File: src/rtl/uopq_pkg.sv
package uopq_pkg;
   // payload widths of the three micro-op encodings (6-bit field included)
   localparam int UOP_FMT_A_W = 21;
   localparam int UOP_FMT_B_W = 24;
   localparam int UOP_FMT_C_W = 27;

   function automatic int widest_fmt();
      int w;
      w = UOP_FMT_A_W;
      if (UOP_FMT_B_W > w) w = UOP_FMT_B_W;
      if (UOP_FMT_C_W > w) w = UOP_FMT_C_W;
      return w;
   endfunction

   localparam int UOP_MAX_W     = widest_fmt();
   localparam int UOPQ_LANES    = 4;
   localparam int UOPQ_DEPTH    = 4;
endpackage

File: src/rtl/uopq_lane_fifo.sv
module uopq_lane_fifo #(
   parameter int ENTRY_W = 28,
   parameter int DEPTH   = 4
) (
   input  logic               clk,
   input  logic               rst_n,
   input  logic               clr,
   input  logic               wr,
   input  logic [ENTRY_W-1:0] wdata,
   input  logic               rd,
   output logic [ENTRY_W-1:0] rdata,
   output logic               empty,
   output logic               full
);
   localparam int AW = (DEPTH > 1) ? $clog2(DEPTH) : 1;

   if (DEPTH < 1) begin : g_bad_depth
      $error("uopq_lane_fifo: DEPTH must be at least 1");
   end

   if (DEPTH == 1) begin : g_single
      // one slot: a register with an occupancy bit
      logic               occ;
      logic [ENTRY_W-1:0] slot;

      always_ff @(posedge clk or negedge rst_n) begin
         if (!rst_n)   occ <= 1'b0;
         else if (clr) occ <= 1'b0;
         else if (wr)  occ <= 1'b1;
         else if (rd)  occ <= 1'b0;
      end

      always_ff @(posedge clk) begin
         if (wr && !clr) slot <= wdata;
      end

      assign rdata = slot;
      assign empty = !occ;
      assign full  = occ;
   end else begin : g_ring
      // ring buffer with one wrap bit on each pointer
      logic [AW:0]        wp, rp;
      logic [ENTRY_W-1:0] mem [DEPTH];

      always_ff @(posedge clk or negedge rst_n) begin
         if (!rst_n) begin
            wp <= '0;
            rp <= '0;
         end else if (clr) begin
            wp <= '0;
            rp <= '0;
         end else begin
            if (wr) wp <= wp + (AW+1)'(1);
            if (rd) rp <= rp + (AW+1)'(1);
         end
      end

      always_ff @(posedge clk) begin
         if (wr && !clr) mem[wp[AW-1:0]] <= wdata;
      end

      assign rdata = mem[rp[AW-1:0]];
      assign empty = (wp == rp);
      assign full  = (wp[AW] != rp[AW]) && (wp[AW-1:0] == rp[AW-1:0]);
   end
endmodule

File: src/rtl/uopq_rd_seq.sv
module uopq_rd_seq #(
   parameter int LANES = 4
) (
   input  logic                     clk,
   input  logic                     rst_n,
   input  logic                     flush,
   input  logic                     pop_fire,
   input  logic                     head_eoi,
   output logic [$clog2(LANES)-1:0] rd_lane,
   output logic                     retire
);
   localparam int LANE_W = $clog2(LANES);
   localparam logic [LANE_W-1:0] LAST_LANE = LANE_W'(LANES - 1);

   // a group leaves when its flagged uop or its last lane is taken
   assign retire = pop_fire && (head_eoi || (rd_lane == LAST_LANE));

   always_ff @(posedge clk or negedge rst_n) begin
      if (!rst_n)        rd_lane <= '0;
      else if (flush)    rd_lane <= '0;
      else if (retire)   rd_lane <= '0;
      else if (pop_fire) rd_lane <= rd_lane + LANE_W'(1);
   end
endmodule

File: src/rtl/uop_seq_queue.sv
module uop_seq_queue #(
   parameter int LANES     = uopq_pkg::UOPQ_LANES,
   parameter int DEPTH     = uopq_pkg::UOPQ_DEPTH,
   parameter int PAYLOAD_W = uopq_pkg::UOP_MAX_W
) (
   input  logic                       clk,
   input  logic                       rst_n,
   input  logic                       flush,
   input  logic                       push_valid,
   input  logic [LANES-1:0]           push_mask,
   input  logic [LANES*PAYLOAD_W-1:0] push_payload,
   input  logic [LANES-1:0]           push_eoi,
   output logic                       full,
   output logic                       pop_valid,
   input  logic                       pop_ready,
   output logic [PAYLOAD_W-1:0]       pop_payload,
   output logic                       pop_eoi,
   output logic [$clog2(LANES)-1:0]   pop_lane
);
   localparam int LANE_W  = $clog2(LANES);
   localparam int ENTRY_W = PAYLOAD_W + 1;

   if (PAYLOAD_W < uopq_pkg::UOP_MAX_W) begin : g_bad_width
      $error("uop_seq_queue: PAYLOAD_W narrower than the widest micro-op");
   end
   if (LANES < 2) begin : g_bad_lanes
      $error("uop_seq_queue: LANES must be at least 2");
   end
   if ((DEPTH & (DEPTH - 1)) != 0) begin : g_bad_depth
      $error("uop_seq_queue: DEPTH must be a power of two");
   end

   logic               push_ok;
   logic               pop_fire;
   logic               retire;
   logic [LANE_W-1:0]  rd_lane;
   logic [LANES-1:0]   lane_empty;
   logic [LANES-1:0]   lane_full;
   logic [ENTRY_W-1:0] lane_rdata [LANES];
   logic [ENTRY_W-1:0] head;

   assign push_ok  = push_valid && !full && !flush;
   assign full     = |lane_full;
   assign pop_valid = ~|lane_empty;
   assign pop_fire = pop_valid && pop_ready;

   for (genvar i = 0; i < LANES; i++) begin : g_lane
      logic [ENTRY_W-1:0] wentry;
      // unused lanes become a no-op: zero payload, flag clear
      assign wentry = push_mask[i]
                    ? {push_eoi[i], push_payload[i*PAYLOAD_W +: PAYLOAD_W]}
                    : '0;

      uopq_lane_fifo #(
         .ENTRY_W (ENTRY_W),
         .DEPTH   (DEPTH)
      ) i_fifo (
         .clk   (clk),
         .rst_n (rst_n),
         .clr   (flush),
         .wr    (push_ok),
         .wdata (wentry),
         .rd    (retire && !flush),
         .rdata (lane_rdata[i]),
         .empty (lane_empty[i]),
         .full  (lane_full[i])
      );
   end

   always_comb begin
      head = lane_rdata[0];
      for (int i = 1; i < LANES; i++) begin
         if (rd_lane == LANE_W'(i)) head = lane_rdata[i];
      end
   end

   uopq_rd_seq #(
      .LANES (LANES)
   ) i_seq (
      .clk      (clk),
      .rst_n    (rst_n),
      .flush    (flush),
      .pop_fire (pop_fire),
      .head_eoi (head[ENTRY_W-1]),
      .rd_lane  (rd_lane),
      .retire   (retire)
   );

   assign pop_payload = head[PAYLOAD_W-1:0];
   assign pop_eoi     = head[ENTRY_W-1];
   assign pop_lane    = rd_lane;
endmodule

File: config.mk
export PLATFORM = sky130hd
export DESIGN_NAME = uop_seq_queue
export DESIGN_NICKNAME = d
export VERILOG_FILES = /design/src/rtl/uopq_pkg.sv /design/src/rtl/uopq_lane_fifo.sv /design/src/rtl/uopq_rd_seq.sv /design/src/rtl/uop_seq_queue.sv
export SDC_FILE = /design/constraint.sdc
export NUM_CORES = 1
export LEC_CHECK = 0
export ABC_AREA = 1
export BUFFER_PORTS_ARGS = -buffer_cell sky130_fd_sc_hd__buf_2
export CORE_MARGIN = 2
export CORE_UTILIZATION = 30
export DETAILED_ROUTE_END_ITERATION = 16
export GPL_TIMING_DRIVEN = 0
export PLACE_DENSITY = 0.57
export SYNTH_ARGS = -nofsm -noshare
export SYNTH_HDL_FRONTEND = slang
export SYNTH_SLANG_ARGS = --single-unit
export TNS_END_PERCENT = 30
File: constraint.sdc
create_clock -name clk -period 2.85 [get_ports clk]
set_clock_uncertainty 0.05 [all_clocks]
set_input_delay 0.285 -clock clk [delete_from_list [all_inputs] [get_ports clk]]
set_output_delay 0.285 -clock clk [all_outputs]
set_load 0.005 [all_outputs]
==> results of run 1 <==
[placed cells by master (no fill, tap or decap), types with 2 or more instances in the layout]
cell and n:
clkbuf_2 19, buf_12 10, xor2_1 4, buf_16 8, o22ai_2 15, o22ai_1 52
clkbuf_8 7, a21oi_1 6, inv_2 5, dlygate4sd3_1 52, o221ai_1 15, clkbuf_1 38
clkinv_1 10, clkbuf_4 12, buf_6 12, buf_8 2, buf_4 22, nor2_1 198
o21ai_0 189, nand2_2 24, nand3_1 107, bufinv_16 5, clkbuf_16 51, nand3_2 12
edfxtp_1 448, clkinv_2 5, ha_1 21, buf_2 162, nand2_1 395, inv_1 167
nand4_1 22, nor2_4 16, inv_6 3, dfrtp_1 24, dfrtp_2 2, o21ai_1 9
ha_2 2, clkinvlp_4 2
[cell type report]
type                       count  area, sq um  area share
sequential                   474        14100       0.557
buffer                       110          747      0.0295
inverter                     175          669      0.0264
multi-input combinational   1095         5420       0.214
clock inverter                23          236     0.00934
clock buffer                  64         1330      0.0523
timing repair buffer         222         1710      0.0677
tap                          873         1090      0.0431
[flip-flops by register name, summed over array words and instances (netlist names)]
signal / count
g_lane.i_fifo.g_ring.mem: 448
g_lane.i_fifo.g_ring.rp: 12
g_lane.i_fifo.g_ring.wp: 12
i_seq.rd_lane: 2
[where the power goes]
part / switching [mW] / internal (mW) / leakage (nW)
sequential: 0.0746 / 7.91 / 4.49
clock: 2.61 / 3.71 / 0.755
combinational: 0.811 / 0.394 / 5.02
total: 3.50 / 12.0 / 10.3
[final timing paths]
kind	startpoint	slack [ns]	cells past startpoint	end
min	push_payload[84]	0.008	3	g_lane[3].i_fifo.g_ring.mem[0][3]
min in group asynchronous	rst_n	0.26	2	g_lane[3].i_fifo.g_ring.wp[0]
max	g_lane[0].i_fifo.g_ring.rp[0]	-0.004	12	pop_payload[26]
min reg2reg	g_lane[1].i_fifo.g_ring.wp[2]	0.51	2	g_lane[1].i_fifo.g_ring.wp[2]
max in group asynchronous	rst_n	1.99	2	g_lane[0].i_fifo.g_ring.rp[0]
max reg2reg	g_lane[1].i_fifo.g_ring.rp[1]	0.16	11	g_lane[3].i_fifo.g_ring.mem[2][17]
[through the flow]
step                      utilization  setup slack [ns]  hold WS, ns  setup TNS [ns]  area, sq um
after floorplan                     -           -0.0641      -0.0606          -17.93        20400
after global placement          0.330             -1.59        0.295         -627.04        22200
after detailed placement        0.337            -0.223        0.308          -13.41        22700
after CTS                       0.375           -0.0643     0.000617          -0.154        25200
after global routing            0.377           -0.0761       0.0261          -0.939        25300
final                           0.377          -0.00436      0.00780        -0.00436        25300
[layer usage]
layer,track usage,part of all wire,routed length [um],vias up
met5,0,0,0,-
met4,0.0491,0.023,1370,0
met3,0.0242,0.073,4390,76
met2,0.283,0.48,28700,536
met1,0.234,0.43,25800,7217
li1,-,-,-,6923
[cells by family after synthesis]
kind of cell,count (synthesis),share of synthesized area
flops,474,0.693
simple gates,780,0.156
fa+ha+maj,23,0.0141
buf+inv,286,0.0567
xor+xnor,5,0.00215
compound gates,287,0.0776
[repair_timing]
item,CTS,global route
hold buffers,52,0
pin swaps,7,7
buffers inserted,8,0
endpoints found under the setup margin,176,28
resized for setup,132,48
hold endpoints to repair,222,0
[critical path: stages, from the launching register on]
cell and delay [ns]:
dfrtp_2 0.44, inv_2 0.10, buf_8 0.15, buf_6 0.16, nor2_1 0.05, o22ai_1 0.19, nand2_1 0.11, nand2_1 0.12
nand2_1 0.13, nand2_1 0.14, nand2_1 0.07, nand2_1 0.14, buf_2 0.14
==> qor.csv, run 1 <==
stage,metric,value,unit
grt,total gr overflow,0,
floorplanning,DIE AREA,69900,sq um
worst_setup_path,WS Path Type,reg2out,
power,Peak VDD IR,0.428,mV
cts,CTS root buffer,clkbuf_16,
floorplanning,die width,264,um
run_status,status,"complete, but fails checks",
detailed_routing,drt via density,4.86,
yosys,asr flop ratio synth,0.0549,
yosys,Avg Inst Size Synth,11.0,sq um
yosys,"flops & latches, synth",474,
timing,Final setup viols,1,
timing,RSZ-0062 raised after global routing,yes,
yosys,Area contributors post-synth,"edfxtp_1 66%, nand2_1 7.6%, o21ai_0 4.8%",
power,Leak,10.3,nW
cts,clk slew on worst S/H paths,0.06,ns
detailed_routing,DR vias,14752,
cts,TritonCTS clock tree,done,
grt,largest net degree at the start of global routing,29,
detailed_routing,Routed Antenna Nets,0,
worst_setup_path,Critical Path AT,2.52,ns
grt,first-pass GRT wire length,90.4,mm
grt,vias in the first global route,14874,
detailed_routing,initial DRC count,1373,
layout,share of post-route cells with drive strength above 1,0.186,
timing,Tmin final,2.85,ns
timing,setup ws final,-0.00436,ns
yosys,Mapped Area,20400,sq um
yosys,top_reg_cell synth,edfxtp_1,
place,placer's final routability congestion estimate,0.831,
run_status,violated checks,setup timing,
yosys,"count leader, synth",edfxtp_1,
floorplanning,CORE AREA,67200,sq um
yosys,Post-synth EDFFs,448,
cts,Clock Tree Buf Depth,3,
timing,worst-margin pin slew,0.920,ns
detailed_routing,DRC viols,0,
floorplanning,Ports,153,
yosys,Yosys top cell area share,0.661,
timing,max-slew violations,0,
floorplanning,Starting Density,0.303,
worst_setup_path,CP max FO,10,
timing,Slew headroom,0.385,
yosys,cell count after synthesis,1855,
layout,Nets,2272,
layout,ant diodes,0,
job,MaxCap Viol Count,0,
detailed_routing,Avg WL per Cell,19.9,um
floorplanning,FP Rows,95,
place,Placed Cells,2890,
yosys,YS warnings,0,
grt,initial antenna violation count,0,
layout,synthesis-to-finish area growth,24.4,%
place,detailed placement HPWL,41.9,mm
timing,maximum clock frequency,350,MHz
layout,"non-filler cells, final",3036,
yosys,register area share after synthesis,0.693,
layout,# fillers,6468,
detailed_routing,DRT Pass-1 Iters,7,
grt,Total Routing Usage GR,0.171,
yosys,Yosys cell types,31,
timing,crit share post-route,1.00,
floorplanning,Die Ht,264,um
yosys,post-synth top area cell,edfxtp_1,
worst_setup_path,CP required,2.52,ns
timing,Final Hold Viols,0,
power,overall power,15.5,mW
power,P per Cell Area,613,nW/um^2
worst_setup_path,crit path capture type,primary output,
cts,clock latency on the worst-skew pair,0.59,ns
yosys,"Net Count, Synth",1999,
detailed_routing,total routed wirelength,60.3,mm
cts,Inserted Clock Buffers,50,
cts,H-Tree Depth,2,
hold_path,Hold Crit Class,in2reg,
worst_setup_path,CP Launch Type,register,
yosys,"top cells by count, synth","448 x edfxtp_1, 414 x nand2_1, 214 x nor2_1, 195 x o21ai_0, 168 x inv_1",
place,PortBufs,147,
cts,CTS sink count,474,
Note: power is estimated with default switching activity, not from simulation.
==> inputs of run 2 (changes only) <==
--- a/config.mk
+++ b/config.mk
@@ -12,6 +12,8 @@
 export DETAILED_ROUTE_END_ITERATION = 16
 export GPL_TIMING_DRIVEN = 0
 export PLACE_DENSITY = 0.57
+export RECOVER_POWER = 100
+export SETUP_SLACK_MARGIN = 0.4
 export SYNTH_ARGS = -nofsm -noshare
 export SYNTH_HDL_FRONTEND = slang
 export SYNTH_SLANG_ARGS = --single-unit
==> run 2 against run 1 <==
The flow finishes with violations (capacitance limit, slew limit). Utilization rose by 3.7 points. Count of clock-buffer cells in the layout is the same. Non-clock buffer count rose by 82. Critical path type unchanged. Highest routed layer unchanged.
==> qor.csv, run 2 (synthesis results as in run 1) <==
stage,metric,value,unit
place,Place WS,-0.223,ns
power,Peak VDD IR,0.402,mV
detailed_routing,total routed wirelength,64.0,mm
power,Leak,11.2,nW
detailed_routing,DRT Pass-1 Iters,6,
cts,Clock Tree Buf Depth,3,
floorplanning,Ports,153,
grt,total gr overflow,0,
hold_path,Hold Crit Class,in2reg,
timing,crit share post-route,0.965,
timing,setup ws final,0.0994,ns
detailed_routing,DRC viols,0,
cts,H-Tree Depth,2,
floorplanning,Starting Density,0.303,
worst_setup_path,crit path capture type,primary output,
cts,TritonCTS clock tree,done,
power,sequential share of power,0.505,
worst_setup_path,Worst R2R Setup Slack,0.14,ns
run_status,violated checks,"capacitance limit, slew limit",
layout,most common library cell in the layout ignoring fill and taps,edfxtp_1,
place,placed cell area,22700,sq um
worst_setup_path,CP max FO,6,
worst_setup_path,WS Path Type,reg2out,
cts,clk slew on worst S/H paths,0.06,ns
power,Sw Ratio,0.228,
detailed_routing,drt via density,4.90,
place,placer's final routability congestion estimate,0.831,
power,P_sw,3.61,mW
cts,CTS sink count,474,
timing,maximum clock frequency,364,MHz
floorplanning,die width,264,um
timing,Tmin final,2.75,ns
floorplanning,Die Ht,264,um
worst_setup_path,R2R cell count,13,
detailed_routing,Routed Antenna Nets,0,
layout,synthesis-to-finish area growth,36.5,%
grt,Total Routing Usage GR,0.176,
floorplanning,FP Rows,95,
timing,Slew headroom,-0.0744,
worst_setup_path,launch point of the worst path,g_lane[0].i_fifo.g_ring.rp[0],
worst_setup_path,Critical Path End,pop_payload[0],
layout,max reg flops,448,
cts,CTS root buffer,clkbuf_16,
cts,clock latency on the worst-skew pair,0.59,ns
worst_setup_path,CP required,2.52,ns
floorplanning,CORE AREA,67200,sq um
worst_setup_path,CP Launch Type,register,
worst_setup_path,Critical Path AT,2.42,ns
layout,most frequent cells in the layout,"448 x edfxtp_1, 323 x nand2_1, 179 x nor2_1",
layout,final instance area,27800,sq um
power,P per Cell Area,569,nW/um^2
layout,share of post-route cells with drive strength above 1,0.289,
timing,worst-margin pin slew,1.61,ns
timing,Final setup viols,0,
power,internal power,12.2,mW
cts,Inserted Clock Buffers,50,
worst_setup_path,Crit Reg-Reg Endpoint,g_lane[2].i_fifo.g_ring.mem[0][5],
detailed_routing,Avg WL per Cell,20.5,um
job,MaxCap Viol Count,1,
timing,Final Hold Viols,0,
detailed_routing,DR vias,15300,
power,overall power,15.8,mW
power,Gate power share,0.095,
grt,largest net degree at the start of global routing,28,
grt,initial antenna violation count,0,
grt,first-pass GRT wire length,93.2,mm
layout,ant diodes,0,
power,clock network power share,0.400,
floorplanning,DIE AREA,69900,sq um
grt,vias in the first global route,15180,
layout,Nets,2356,
timing,worst hold margin,0.00795,ns
place,detailed placement HPWL,41.9,mm
worst_setup_path,worst r2r src,g_lane[1].i_fifo.g_ring.rp[0],
timing,max-slew violations,27,
run_status,status,"complete, but fails checks",
timing,RSZ-0062 raised after global routing,yes,
place,PortBufs,147,
detailed_routing,initial DRC count,1424,
## run 2: worst min-delay path by stage
stage | start | endpoint | slack [ns] | depth (start not counted)
after floorplan | rst_n | g_lane[0].i_fifo.g_ring.rp[0] | -0.06 | 0
final | push_payload[11] | g_lane[0].i_fifo.g_ring.mem[1][11] | 0.008 | 3
after global placement | rst_n | g_lane[0].i_fifo.g_ring.wp[0] | 0.30 | 1
after detailed placement | rst_n | g_lane[0].i_fifo.g_ring.wp[1] | 0.31 | 1
after CTS | push_payload[84] | g_lane[3].i_fifo.g_ring.mem[3][3] | 0.0006 | 3
after global routing | push_payload[47] | g_lane[1].i_fifo.g_ring.mem[0][20] | 0.03 | 3
## run 2: final cells by class
type                    count  area (sq um)
fillers                  6188         39400
flip-flops and latches    474         14100
multi-input cells        1096          6290
repair buffers            303          2910
clock buffers              64          1330
plain buffers             111          1100
well taps                 873          1090
inverters                 175           689
clock inverters            23           236
repair inverters            1          16.3
## run 2: worst max-delay path: stages (launching register included)
cell     delay (ns)
dfrtp_1        0.49
inv_4          0.10
buf_12         0.16
buf_16         0.14
buf_4          0.13
o21ai_2        0.13
o22ai_2        0.11
nand2_2        0.11
nand3_2        0.07
nand3_1        0.17
nand2_2        0.08
buf_6          0.12
## run 2: per-layer routing
metal / vias to the layer above / part of all wire / GRT usage
met2: 625 / 0.48 / 0.291
met4: 0 / 0.026 / 0.0565
met3: 88 / 0.078 / 0.0268
met1: 7484 / 0.41 / 0.238
li1: 7103 / - / -
met5: - / 0 / 0
## run 2: metrics by stage
step	cells	util	setup TNS, ns
3_5_place_dp	2890	0.337	-13.41
4_1_cts	3081	0.393	0
6_report	3120	0.414	0
3_3_place_gp	2875	0.330	-627.04
2_1_floorplan	1855	-	-17.93
5_1_grt	3120	0.414	0
## run 2: power by group through the flow
stage / sequential, mW / clock [mW] / combinational [mW]
3_3_place_gp: 8.14 / 0 / 1.01
2_1_floorplan: 8.12 / 0 / 0.536
5_1_grt: 8.01 / 6.66 / 1.62
3_5_place_dp: 8.13 / 0 / 1.12
4_1_cts: 7.99 / 6.41 / 1.36
6_report: 7.99 / 6.32 / 1.50
## run 2: what timing repair did
item	CTS	global route
hold endpoints to repair	222	0
buffers inserted	42	31
pin swaps	72	151
resized for setup	340	306
hold buffers	52	0
cloned	10	8
endpoints found under the setup margin	449	403
